### src/rtl/flash_seq_pkg.sv
package flash_seq_pkg;

   typedef enum logic [1:0] {
      OP_NONE  = 2'b00,
      OP_ERASE = 2'b01,
      OP_WRITE = 2'b10,
      OP_RSVD  = 2'b11
   } op_e;

   typedef enum logic [2:0] {
      PH_ENTER,
      PH_ERASE,
      PH_WHEAD,
      PH_WDATA,
      PH_WTAIL,
      PH_POLL,
      PH_LEAVE
   } phase_e;

   localparam logic [3:0] IR_RESET = 4'hC;
   localparam logic [3:0] IR_PEN   = 4'h4;
   localparam logic [3:0] IR_PCMD  = 4'h5;
   localparam logic [3:0] IR_PLOAD = 4'h6;

   localparam int READY_BIT = 9;

   typedef struct packed {
      logic        is_ir;
      logic [5:0]  len;
      logic [31:0] bits;
   } scan_t;

endpackage

### src/rtl/flash_seq_steps.sv
module flash_seq_steps
   import flash_seq_pkg::*;
(
   input  phase_e      phase,
   input  logic [2:0]  step,
   input  logic [7:0]  addr_hi,
   input  logic [7:0]  addr_lo,
   input  logic [7:0]  fill_byte,
   input  logic [14:0] poll_word,
   output scan_t       scan,
   output logic        last
);

   function automatic scan_t ir(input logic [3:0] code);
      return '{is_ir: 1'b1, len: 6'd4, bits: {28'd0, code}};
   endfunction

   function automatic scan_t dr(input logic [5:0] n, input logic [15:0] v);
      return '{is_ir: 1'b0, len: n, bits: {16'd0, v}};
   endfunction

   function automatic scan_t cmd(input logic [14:0] w);
      return dr(6'd15, {1'b0, w});
   endfunction

   always_comb begin
      scan = '0;
      last = 1'b0;
      unique case (phase)
         PH_ENTER: begin
            case (step)
               3'd0: scan = ir(IR_RESET);
               3'd1: scan = dr(6'd1, 16'd1);
               3'd2: scan = ir(IR_PEN);
               default: begin scan = dr(6'd16, 16'hA370); last = 1'b1; end
            endcase
         end
         PH_ERASE: begin
            case (step)
               3'd0: scan = ir(IR_PCMD);
               3'd1: scan = cmd(15'h2380);
               3'd2: scan = cmd(15'h3180);
               3'd3: scan = cmd(15'h3380);
               default: begin scan = cmd(15'h3380); last = 1'b1; end
            endcase
         end
         PH_WHEAD: begin
            case (step)
               3'd0: scan = ir(IR_PCMD);
               3'd1: scan = cmd(15'h2310);
               3'd2: scan = cmd({7'h07, addr_hi});
               3'd3: scan = cmd({7'h03, addr_lo});
               default: begin scan = ir(IR_PLOAD); last = 1'b1; end
            endcase
         end
         PH_WDATA: scan = dr(6'd8, {8'd0, fill_byte});
         PH_WTAIL: begin
            case (step)
               3'd0: scan = ir(IR_PCMD);
               3'd1: scan = cmd(15'h3700);
               3'd2: scan = cmd(15'h3500);
               3'd3: scan = cmd(15'h3700);
               default: begin scan = cmd(15'h3700); last = 1'b1; end
            endcase
         end
         PH_POLL: scan = cmd(poll_word);
         PH_LEAVE: begin
            case (step)
               3'd0: scan = ir(IR_PCMD);
               3'd1: scan = cmd(15'h2300);
               3'd2: scan = cmd(15'h3300);
               3'd3: scan = ir(IR_PEN);
               3'd4: scan = dr(6'd16, 16'd0);
               3'd5: scan = ir(IR_RESET);
               default: begin scan = dr(6'd1, 16'd0); last = 1'b1; end
            endcase
         end
         default: ;
      endcase
   end

endmodule

### src/rtl/flash_seq_poll.sv
module flash_seq_poll #(
   parameter int MAX_POLL = 1024
) (
   input  logic clk,
   input  logic rst_n,
   input  logic active,
   input  logic hit,
   input  logic ready,
   output logic expired
);

   generate
      if (MAX_POLL == 0) begin : g_unbounded
         logic unused_poll;
         assign unused_poll = ^{clk, rst_n, active, hit, ready};
         assign expired     = 1'b0;
      end else begin : g_bounded
         localparam int CW = $clog2(MAX_POLL + 1);
         logic [CW-1:0] cnt;

         always_ff @(posedge clk or negedge rst_n) begin
            if (!rst_n)       cnt <= '0;
            else if (!active) cnt <= '0;
            else if (hit)     cnt <= cnt + 1'b1;
         end

         assign expired = hit && !ready && (cnt == CW'(MAX_POLL - 1));


         poll_cnt_limit_chk: assert property (@(posedge clk) disable iff (!rst_n)
            active && hit && !ready && !expired |=> cnt < CW'(MAX_POLL));
      end
   endgenerate

endmodule

### src/rtl/jtag_flash_seq.sv
module jtag_flash_seq
   import flash_seq_pkg::*;
#(
   parameter int PAGE_BYTES = 256,
   parameter int MAX_POLL   = 1024,
   parameter int ADDR_W     = 17,
   parameter int CNT_W      = 17
) (
   input  logic              clk,
   input  logic              rst_n,
   input  logic              op_valid,
   input  logic [1:0]        op_code,
   input  logic [ADDR_W-1:0] op_addr,
   input  logic [CNT_W-1:0]  op_count,
   input  logic [7:0]        byte_data,
   output logic              byte_pop,
   output logic              scan_req,
   output logic              scan_is_ir,
   output logic [5:0]        scan_len,
   output logic [31:0]       scan_din,
   input  logic              scan_ack,
   input  logic [31:0]       scan_dout,
   output logic              busy,
   output logic              done,
   output logic              error
);

   localparam int PG_LOG = $clog2(PAGE_BYTES);

   generate
      if (PAGE_BYTES < 2 || (1 << PG_LOG) != PAGE_BYTES) begin : g_bad_page
         $error("PAGE_BYTES must be a power of two of at least 2");
      end
      if (ADDR_W < 17) begin : g_bad_addr
         $error("ADDR_W must cover address bit 16");
      end
   endgenerate

   logic              busy_q, done_q, err_q;
   phase_e            phase_q;
   logic [2:0]        step_q;
   op_e               op_q;
   logic [ADDR_W-1:0] addr_q;
   logic [CNT_W-1:0]  left_q;
   logic [PG_LOG-1:0] bidx_q;

   scan_t       cur;
   logic        last;
   logic [7:0]  fill_byte;
   logic [14:0] poll_word;
   logic        expired, accept, misalign, ready;

   assign fill_byte = (left_q != '0) ? byte_data : 8'hFF;
   assign poll_word = (op_q == OP_ERASE) ? 15'h3380 : 15'h3700;
   assign ready     = scan_dout[READY_BIT];
   assign accept    = !busy_q && op_valid && (op_code == OP_ERASE || op_code == OP_WRITE);
   assign misalign  = |op_addr[PG_LOG-1:0];

   logic unused_dout;
   assign unused_dout = ^{scan_dout[31:READY_BIT+1], scan_dout[READY_BIT-1:0]};

   flash_seq_steps u_steps (
      .phase     (phase_q),
      .step      (step_q),
      .addr_hi   (addr_q[16:9]),
      .addr_lo   (addr_q[8:1]),
      .fill_byte (fill_byte),
      .poll_word (poll_word),
      .scan      (cur),
      .last      (last)
   );

   flash_seq_poll #(.MAX_POLL(MAX_POLL)) u_poll (
      .clk     (clk),
      .rst_n   (rst_n),
      .active  (busy_q && phase_q == PH_POLL),
      .hit     (scan_ack),
      .ready   (ready),
      .expired (expired)
   );

   always_ff @(posedge clk or negedge rst_n) begin
      if (!rst_n) begin
         busy_q  <= 1'b0;
         done_q  <= 1'b0;
         err_q   <= 1'b0;
         phase_q <= PH_ENTER;
         step_q  <= '0;
         op_q    <= OP_NONE;
         addr_q  <= '0;
         left_q  <= '0;
         bidx_q  <= '0;
      end else begin
         done_q <= 1'b0;
         if (accept) begin
            if (op_code == OP_WRITE && misalign) begin
               done_q <= 1'b1;
               err_q  <= 1'b1;
            end else begin
               busy_q  <= 1'b1;
               err_q   <= 1'b0;
               phase_q <= PH_ENTER;
               step_q  <= '0;
               op_q    <= op_e'(op_code);
               addr_q  <= op_addr;
               left_q  <= op_count;
            end
         end else if (busy_q && scan_ack) begin
            step_q <= step_q + 3'd1;
            case (phase_q)
               PH_ENTER: if (last) begin
                  step_q <= '0;
                  if (op_q == OP_ERASE)  phase_q <= PH_ERASE;
                  else if (left_q == '0) phase_q <= PH_LEAVE;
                  else                   phase_q <= PH_WHEAD;
               end
               PH_ERASE, PH_WTAIL: if (last) begin
                  step_q  <= '0;
                  phase_q <= PH_POLL;
               end
               PH_WHEAD: if (last) begin
                  step_q  <= '0;
                  bidx_q  <= '0;
                  phase_q <= PH_WDATA;
               end
               PH_WDATA: begin
                  step_q <= '0;
                  bidx_q <= bidx_q + 1'b1;
                  if (left_q != '0) left_q <= left_q - 1'b1;
                  if (bidx_q == PG_LOG'(PAGE_BYTES - 1)) phase_q <= PH_WTAIL;
               end
               PH_POLL: begin
                  step_q <= '0;
                  if (ready) begin
                     addr_q <= addr_q + ADDR_W'(PAGE_BYTES);
                     if (op_q == OP_ERASE || left_q == '0) phase_q <= PH_LEAVE;
                     else                                  phase_q <= PH_WHEAD;
                  end else if (expired) begin
                     err_q   <= 1'b1;
                     phase_q <= PH_LEAVE;
                  end
               end
               PH_LEAVE: if (last) begin
                  step_q <= '0;
                  busy_q <= 1'b0;
                  done_q <= 1'b1;
               end
               default: ;
            endcase
         end
      end
   end

   assign scan_req   = busy_q;
   assign scan_is_ir = cur.is_ir;
   assign scan_len   = cur.len;
   assign scan_din   = cur.bits;
   assign byte_pop   = busy_q && scan_ack && phase_q == PH_WDATA && left_q != '0;
   assign busy       = busy_q;
   assign done       = done_q;
   assign error      = err_q;


   req_hold_chk: assert property (@(posedge clk) disable iff (!rst_n)
      scan_req && !scan_ack |=> scan_req && $stable(scan_din) && $stable(scan_len) && $stable(scan_is_ir));

   ir_len_chk: assert property (@(posedge clk) disable iff (!rst_n)
      scan_req && scan_is_ir |-> scan_len == 6'd4);

   done_pulse_chk: assert property (@(posedge clk) disable iff (!rst_n)
      done |=> !done);

   done_idle_chk: assert property (@(posedge clk) disable iff (!rst_n)
      done |-> !busy);

   pop_dr8_chk: assert property (@(posedge clk) disable iff (!rst_n)
      byte_pop |-> scan_ack && !scan_is_ir && scan_len == 6'd8);

   misalign_chk: assert property (@(posedge clk) disable iff (!rst_n)
      !busy && op_valid && op_code == 2'b10 && |op_addr[PG_LOG-1:0] |=> done && error && !busy && !scan_req);

   bad_op_chk: assert property (@(posedge clk) disable iff (!rst_n)
      !busy && op_valid && (op_code == 2'b00 || op_code == 2'b11) |=> !busy && !done);

endmodule

### config.mk
export PLATFORM = sky130hd
export DESIGN_NAME = jtag_flash_seq
export DESIGN_NICKNAME = d
export VERILOG_FILES = /design/src/rtl/flash_seq_pkg.sv /design/src/rtl/flash_seq_steps.sv /design/src/rtl/flash_seq_poll.sv /design/src/rtl/jtag_flash_seq.sv
export SDC_FILE = /design/constraint.sdc
export NUM_CORES = 1
export LEC_CHECK = 0
export BUFFER_PORTS_ARGS = -buffer_cell sky130_fd_sc_hd__buf_2
export CAP_MARGIN = 0
export CORE_AREA = 10 10 105 107
export DETAILED_ROUTE_END_ITERATION = 6
export DIE_AREA = 0 0 115 117
export PLACE_DENSITY = 0.8
export SLEW_MARGIN = 20
export SYNTH_ARGS = -nofsm -noshare
export SYNTH_HDL_FRONTEND = slang
export SYNTH_HIERARCHICAL = 1
export SYNTH_SLANG_ARGS = --single-unit
export TNS_END_PERCENT = 20
### constraint.sdc
create_clock -name clk -period 2.55 [get_ports clk]
set_input_delay 0.3825 -clock clk [delete_from_list [all_inputs] [get_ports clk]]
set_output_delay 0.3825 -clock clk [all_outputs]
set_load 0.1 [all_outputs]
==> results of run 1 <==
[final cells by class]
type / instances / area, µm²
clock buffer: 10 / 138
clock inverter: 6 / 67.6
fill: 719 / 3130
inverter: 15 / 56.3
multi-input combinational: 464 / 2990
sequential: 63 / 1580
tap: 111 / 139
timing repair buffer: 107 / 925
[sequential cells by signal, summed over array words and instances, names as in the netlist]
register,cells
phase_q,3
step_q,3
op_q,2
busy,1
addr_q,16
done,1
u_poll/g_bounded.cnt,11
left_q,17
error,1
bidx_q,8
[power by group through the flow]
stage	registers [mW]	clock network, mW	logic, mW
3_5_place_dp	1.68	0	6.11
5_1_grt	1.75	0.967	6.67
3_3_place_gp	1.65	0	5.99
2_1_floorplan	1.66	0	4.33
6_report	1.70	0.903	6.34
4_1_cts	1.68	0.915	6.22
[layer usage]
| metal | up-vias | GRT usage |
|---|---|---|
| met1 | 2241 | 0.239 |
| li1 | 2212 | - |
| met2 | 231 | 0.320 |
| met3 | 25 | 0.0398 |
| met4 | 0 | 0.0751 |
| met5 | - | 0 |
[placed cells by master (no fill, tap or decap), types with 5 or more instances in the layout]
master / Yosys / final
conb_1: 3 / 30
a22o_1: 5 / 5
nand3_1: 21 / 21
a22oi_1: 13 / 12
o21ai_0: 46 / 40
xor2_1: 8 / 8
or2_2: 9 / 7
clkbuf_8: 0 / 10
inv_1: 13 / 11
o22ai_1: 5 / 5
a21oi_1: 56 / 55
nand2_1: 54 / 54
buf_2: 14 / 53
buf_4: 20 / 31
mux2_2: 12 / 12
ha_1: 7 / 6
nor2_1: 47 / 46
mux2i_1: 7 / 7
nor3_1: 18 / 16
nand2b_1: 11 / 11
buf_12: 0 / 18
nand4_1: 6 / 6
dfrtp_1: 63 / 60
o2bb2ai_1: 5 / 5
and3_1: 6 / 6
[final timing paths]
check | startpoint | to | slack [ps] | cells past startpoint
max reg2reg | phase_q[1] | left_q[0] | 150 | 6
min reg2reg | addr_q[6] | addr_q[6] | 510 | 1
min in group clk | op_addr[9] | addr_q[9] | 280 | 3
min | rst_n | left_q[15] | 40 | 1
max | left_q[1] | scan_din[3] | -180 | 10
max in group asynchronous | rst_n | step_q[1] | 1880 | 2
[cells by family after synthesis]
| kind of cell | share of synthesized area |
|---|---|
| buffers and inverters | 0.0825 |
| flip-flops | 0.334 |
| XOR/XNOR | 0.0223 |
| other | 0.00239 |
| multiplexers | 0.0435 |
| adder cells (fa/ha/maj) | 0.0210 |
| AO/OA/AOI/OAI | 0.245 |
| AND/OR/NAND/NOR | 0.249 |
[metrics by stage]
stage / total power, mW / TNS (ps)
floorplan: 5.98 / -6080
global placement: 7.64 / 0
CTS: 8.82 / -940
finish: 8.95 / -890
global route: 9.39 / -1550
detailed placement: 7.79 / 0
[what timing repair did]
item	CTS	global route
buffers inserted	5	1
hold buffers	0	0
hold endpoints to repair	0	0
pin swaps	4	9
gates resized for setup	15	13
setup endpoints to repair	9	16
[worst max-delay path: cells and delay by family, from the launching register on]
kind	cells	cell delay (ps)
flops	1	380
compound gates	3	530
fa+ha+maj	1	150
simple gates	4	680
buf+inv	2	270
==> run_results.csv, run 1 <==
group,metric,value,unit
run_status,status,"finished with violations",
run_status,violations,"negative setup slack",
timing,worst_slew_pin_slew,975,ps
routing,antenna_left,0,
final_layout,design_area,5890,µm²
floorplanning,fp.dieW,115,µm
global_route,overflow,0,
placed_design,dpl_worst_slack,43.1,ps
yosys,synthesis.area,4720,µm²
power_and_ir_drop,irDropWorstVdd,1.44,mV
timing,setup_ws,-181,ps
yosys,syn_area_per_cell,8.33,µm²
cts,cts_buffers,9,
yosys,async_flop_share,1.00,
cts,htree_levels,3,
yosys,netlist-cell-type-count,82,
global_route,grt_pass1_vias,4540,
floorplanning,boundaryPins,124,
placed_design,portBuffers,73,
yosys,yosysMostFrequentCell,"dfrtp_1",
routing,avgViaCountPerCell,6.07,
timing,finalSetupViolCount,9,
yosys,synth_common_cells,"63 x dfrtp_1, 56 x a21oi_1, 54 x nand2_1, 47 x nor2_1, 46 x o21ai_0",
job,drv_cap,0,
power_and_ir_drop,p_sw,4.97,mW
yosys,netlist_top_cells_area,"dfrtp_1 33%, a21oi_1 5.9%, o21ai_0 4.9%",
setup_path,endpoint_kind,"primary output",
power_and_ir_drop,pwr-share-clk,0.101,
final_layout,nets,747,
yosys,yosys.area.top_type,"dfrtp_1",
timing,hold_violations,0,
global_route,grt_usage,0.193,
routing,wl,13500,µm
yosys,netlist_instances,566,
placed_design,placed_cells,754,
routing,drt-met1-wl,5790,µm
global_route,grt_max_degree,42,
setup_path,cp_slowest_cell,"dfrtp_1",
cts,cts-root-buf,"clkbuf_8",
routing,drt_pass1_iterations,5,
timing,finalCritPeriodShare,1.07,
yosys,synth_top_area_frac,0.334,
power_and_ir_drop,swShare,0.555,
cts,clock_sinks,63,
final_layout,final_core_util,0.653,
floorplanning,fp.coreArea,9020,µm²
timing,rsz0062_at_grt,"true",
yosys,synth_warnings,6,
floorplanning,die_area,13500,µm²
cts,cts_tree,"built",
setup_path,path_class,"flip-flop to primary output",
routing,drc,0,
cts,clk_path_buf_depth,2,
final_layout,syn_to_final_growth,25.0,%
routing,wl_met2,6320,µm
timing,relSlewSlack,0.352,
timing,drv_slew,0,
yosys,synth_seq_area_share,0.334,
setup_path,crit_arrival,2350,ps
power_and_ir_drop,internal-power,3.98,mW
routing,vias,4709,
timing,fmax,366,MHz
power_and_ir_drop,pwr-share-seq,0.190,
routing,dr_wl_met3,1130,µm
floorplanning,initial_core_util,0.523,
yosys,synthFlopType,"dfrtp_1",
timing,holdWs,36.5,ps
setup_path,slowest_delay,380,ps
floorplanning,num_rows,35,
setup_path,crit_chain,"inv_2 > ha_4 > nor4b_4 > and4_4 > or2_2 > nand3b_1 > o31ai_1 > a22oi_1 > o311ai_4 > buf_8",
routing,top_layer,"met4",
floorplanning,die-height,117,µm
setup_path,critPathRequiredTime,2170,ps
power_and_ir_drop,p_leak,2.61,nW
setup_path,critPathLaunchType,"flip-flop",
timing,layout_min_cycle_time,2730,ps
power_and_ir_drop,comb_power_share,0.709,
cts,clock_latency,350,ps
worst_hold_path,min_path_type,"input port to asynchronous set/reset pin",
final_layout,drive_gt1_frac,0.278,
yosys,synth_edf_count,0,
routing,drt_iter0_markers,422,
placed_design,dp_hpwl,9730,µm
cts,clk_pin_slew,80,ps
final_layout,n_antenna_cell,0,
global_route,grt_antenna_before_repair,0,
power_and_ir_drop,p_per_area,1520,nW/µm²
placed_design,routabilityCongestion,0.922,
timing,skew,10.3,ps
placed_design,placed_area,5540,µm²
yosys,synth_seq_cells,63,
global_route,grt_pass1_wl,21600,µm
final_layout,final_cells,776,
routing,wire_per_inst,17.4,µm
setup_path,cp_max_fo,3,
Power figures use the tool's default switching activity.
==> run 2: changes to the inputs <==
- PLACE_DENSITY: 0.8 -> default
- PLACE_DENSITY_LB_ADDON: default -> 0.2
==> run 2 against run 1 <==
The flow still finishes with violations (negative setup slack); core utilization up 0.71 points; non-clock buffer count up 5; routed wire length down 2.4%; sequential power about the same; combinational power about the same; critical endpoint is now scan_din[0]; largest cell class unchanged.
==> run_results.csv, run 2 (synthesis gave the netlist of run 1 again) <==
group,metric,value,unit
cts,ctsHoldBuffers,0,
timing,skew,20.7,ps
setup_path,critPathLaunchType,"flip-flop",
routing,wire_per_inst,16.9,µm
timing,holdWs,50.7,ps
final_layout,largestRegisters,"left_q x17, addr_q x16, u_poll/g_bounded.cnt x11",
final_layout,syn_to_final_growth,26.3,%
final_layout,nets,752,
timing,fmax,367,MHz
power_and_ir_drop,pwr-share-clk,0.115,
timing,rsz0062_at_grt,"true",
global_route,grt_pass1_vias,4344,
final_layout,seq_area,1580,µm²
setup_path,cp_max_fo,6,
power_and_ir_drop,comb_power_share,0.698,
routing,drt_iter0_markers,316,
global_route,overflow,0,
timing,relSlewSlack,0.353,
timing,setup_ws,-177,ps
setup_path,path_buf_inv,3,
global_route,grt_pass1_wl,20900,µm
setup_path,critPathRequiredTime,2170,ps
cts,clock_sinks,63,
cts,cts_buffers,9,
routing,wl,13200,µm
setup_path,crit_chain,"inv_2 > ha_4 > nor4b_4 > and4_4 > buf_6 > or2_4 > a22o_1 > a221o_1 > buf_12",
setup_path,rrSetupSlack,250,ps
floorplanning,num_rows,35,
final_layout,largest_reg_flops,17,
power_and_ir_drop,p_per_area,1530,nW/µm²
timing,drv_slew,0,
worst_hold_path,min_path_type,"input port to asynchronous set/reset pin",
floorplanning,die_area,13500,µm²
timing,layout_min_cycle_time,2730,ps
routing,vias,4600,
power_and_ir_drop,swShare,0.541,
cts,clk_path_buf_depth,2,
setup_path,slowest_delay,390,ps
final_layout,num-fill-cells,747,
floorplanning,boundaryPins,124,
final_layout,layout_common_cells,"61 x dfrtp_1, 55 x a21oi_1, 54 x nand2_1, 54 x buf_2, 46 x nor2_1",
cts,htree_levels,3,
global_route,grt_usage,0.187,
global_route,grt_max_degree,37,
setup_path,crit_arrival,2340,ps
final_layout,largest-register,"left_q",
cts,cts-root-buf,"clkbuf_8",
placed_design,dp_hpwl,9570,µm
cts,clock_latency,350,ps
job,drv_cap,0,
routing,drt_pass1_iterations,5,
power_and_ir_drop,p_sw,4.93,mW
power_and_ir_drop,p_leak,2.65,nW
floorplanning,die-height,117,µm
final_layout,layout_commonest_cell,"dfrtp_1",
run_status,status,"finished with violations",
setup_path,path_class,"flip-flop to primary output",
setup_path,endpoint_kind,"primary output",
setup_path,cp_top_family,"simple AND/OR/NAND/NOR gates",
placed_design,placed_area,5540,µm²
run_status,violations,"negative setup slack",
cts,cts_tree,"built",
final_layout,final_core_util,0.660,
setup_path,cp_slowest_cell,"dfrtp_1",
placed_design,dpl_worst_slack,99.6,ps
cts,clk_pin_slew,80,ps
routing,drc,0,
timing,hold_violations,0,
timing,worst_slew_pin_slew,974,ps
power_and_ir_drop,irDropWorstVdd,1.15,mV
power_and_ir_drop,internal-power,4.19,mW
placed_design,portBuffers,73,
floorplanning,initial_core_util,0.523,
final_layout,drive_gt1_frac,0.278,
final_layout,multi_input_area,2980,µm²
placed_design,routabilityCongestion,0.917,
final_layout,n_antenna_cell,0,
final_layout,design_area,5960,µm²
routing,antenna_left,0,
routing,avgViaCountPerCell,5.89,
global_route,grt_antenna_before_repair,0,
timing,finalCritPeriodShare,1.07,
floorplanning,fp.dieW,115,µm
floorplanning,fp.coreArea,9020,µm²
power_and_ir_drop,pwr-share-seq,0.187,
timing,finalSetupViolCount,8,
==> run 2: cell types whose count changed in the layout (fill, tap and decap cells not counted), moves of 2 or more <==
cell       delta
buf_4         +4
bufinv_16     +2
clkbuf_1      +2
o21ai_2       -2
==> run 2: worst paths after layout <==
| path | end | from | depth (start not counted) |
|---|---|---|---|
| max in group asynchronous | left_q[2] | rst_n | 2 |
| hold / removal | addr_q[16] | rst_n | 1 |
| setup reg to reg | bidx_q[7] | phase_q[1] | 7 |
| setup / recovery | scan_din[0] | left_q[1] | 9 |
| hold reg to reg | addr_q[2] | addr_q[2] | 1 |
| min in group clk | addr_q[8] | op_addr[8] | 3 |
==> run 2: layer usage <==
metal | wire [µm] | GRT usage | vias to the layer above
met5 | 0 | 0 | -
met4 | 324 | 0.0743 | 0
met3 | 902 | 0.0367 | 27
met2 | 6310 | 0.306 | 150
met1 | 5630 | 0.236 | 2192
li1 | - | - | 2231
==> run 2: worst reg2reg max path, stage by stage (launching register included) <==
cell and delay [ps]:
dfrtp_1 490, or2_1 410, o21ai_0 450, nor2_1 70, nor3_1 390, nand3_1 160, xor2_1 160, nor2_1 60
==> run 2: power groups by stage <==
stage | Sequential [mW] | Combinational [mW] | Clock, mW
global route | 1.75 | 6.72 | 1.11
global placement | 1.66 | 6.01 | 0
floorplan | 1.66 | 4.33 | 0
detailed placement | 1.68 | 6.10 | 0
finish | 1.71 | 6.37 | 1.05
CTS | 1.68 | 6.19 | 1.07
==> run 2: layout make-up <==
type                       instances  area share
inverter                          15     0.00945
sequential                        63       0.265
tap                              111      0.0233
clock inverter                     5      0.0178
multi-input combinational        464       0.501
timing repair buffer             112       0.162
clock buffer                      11      0.0220
==> run 2: stage by stage <==
stage | TNS, ps | total power, mW | std cells
6_report | -1050 | 9.12 | 781
5_1_grt | -1580 | 9.58 | 781
4_1_cts | -953 | 8.93 | 775
3_5_place_dp | 0 | 7.78 | 754
3_3_place_gp | 0 | 7.67 | 754
2_1_floorplan | -6080 | 5.98 | 593
==> run 2: timing repair <==
action / in CTS / in global routing
endpoints found under the setup margin: 8 / 13
gates resized for setup: 10 / 14
pin swaps: 5 / 8
buffers inserted: 5 / 6
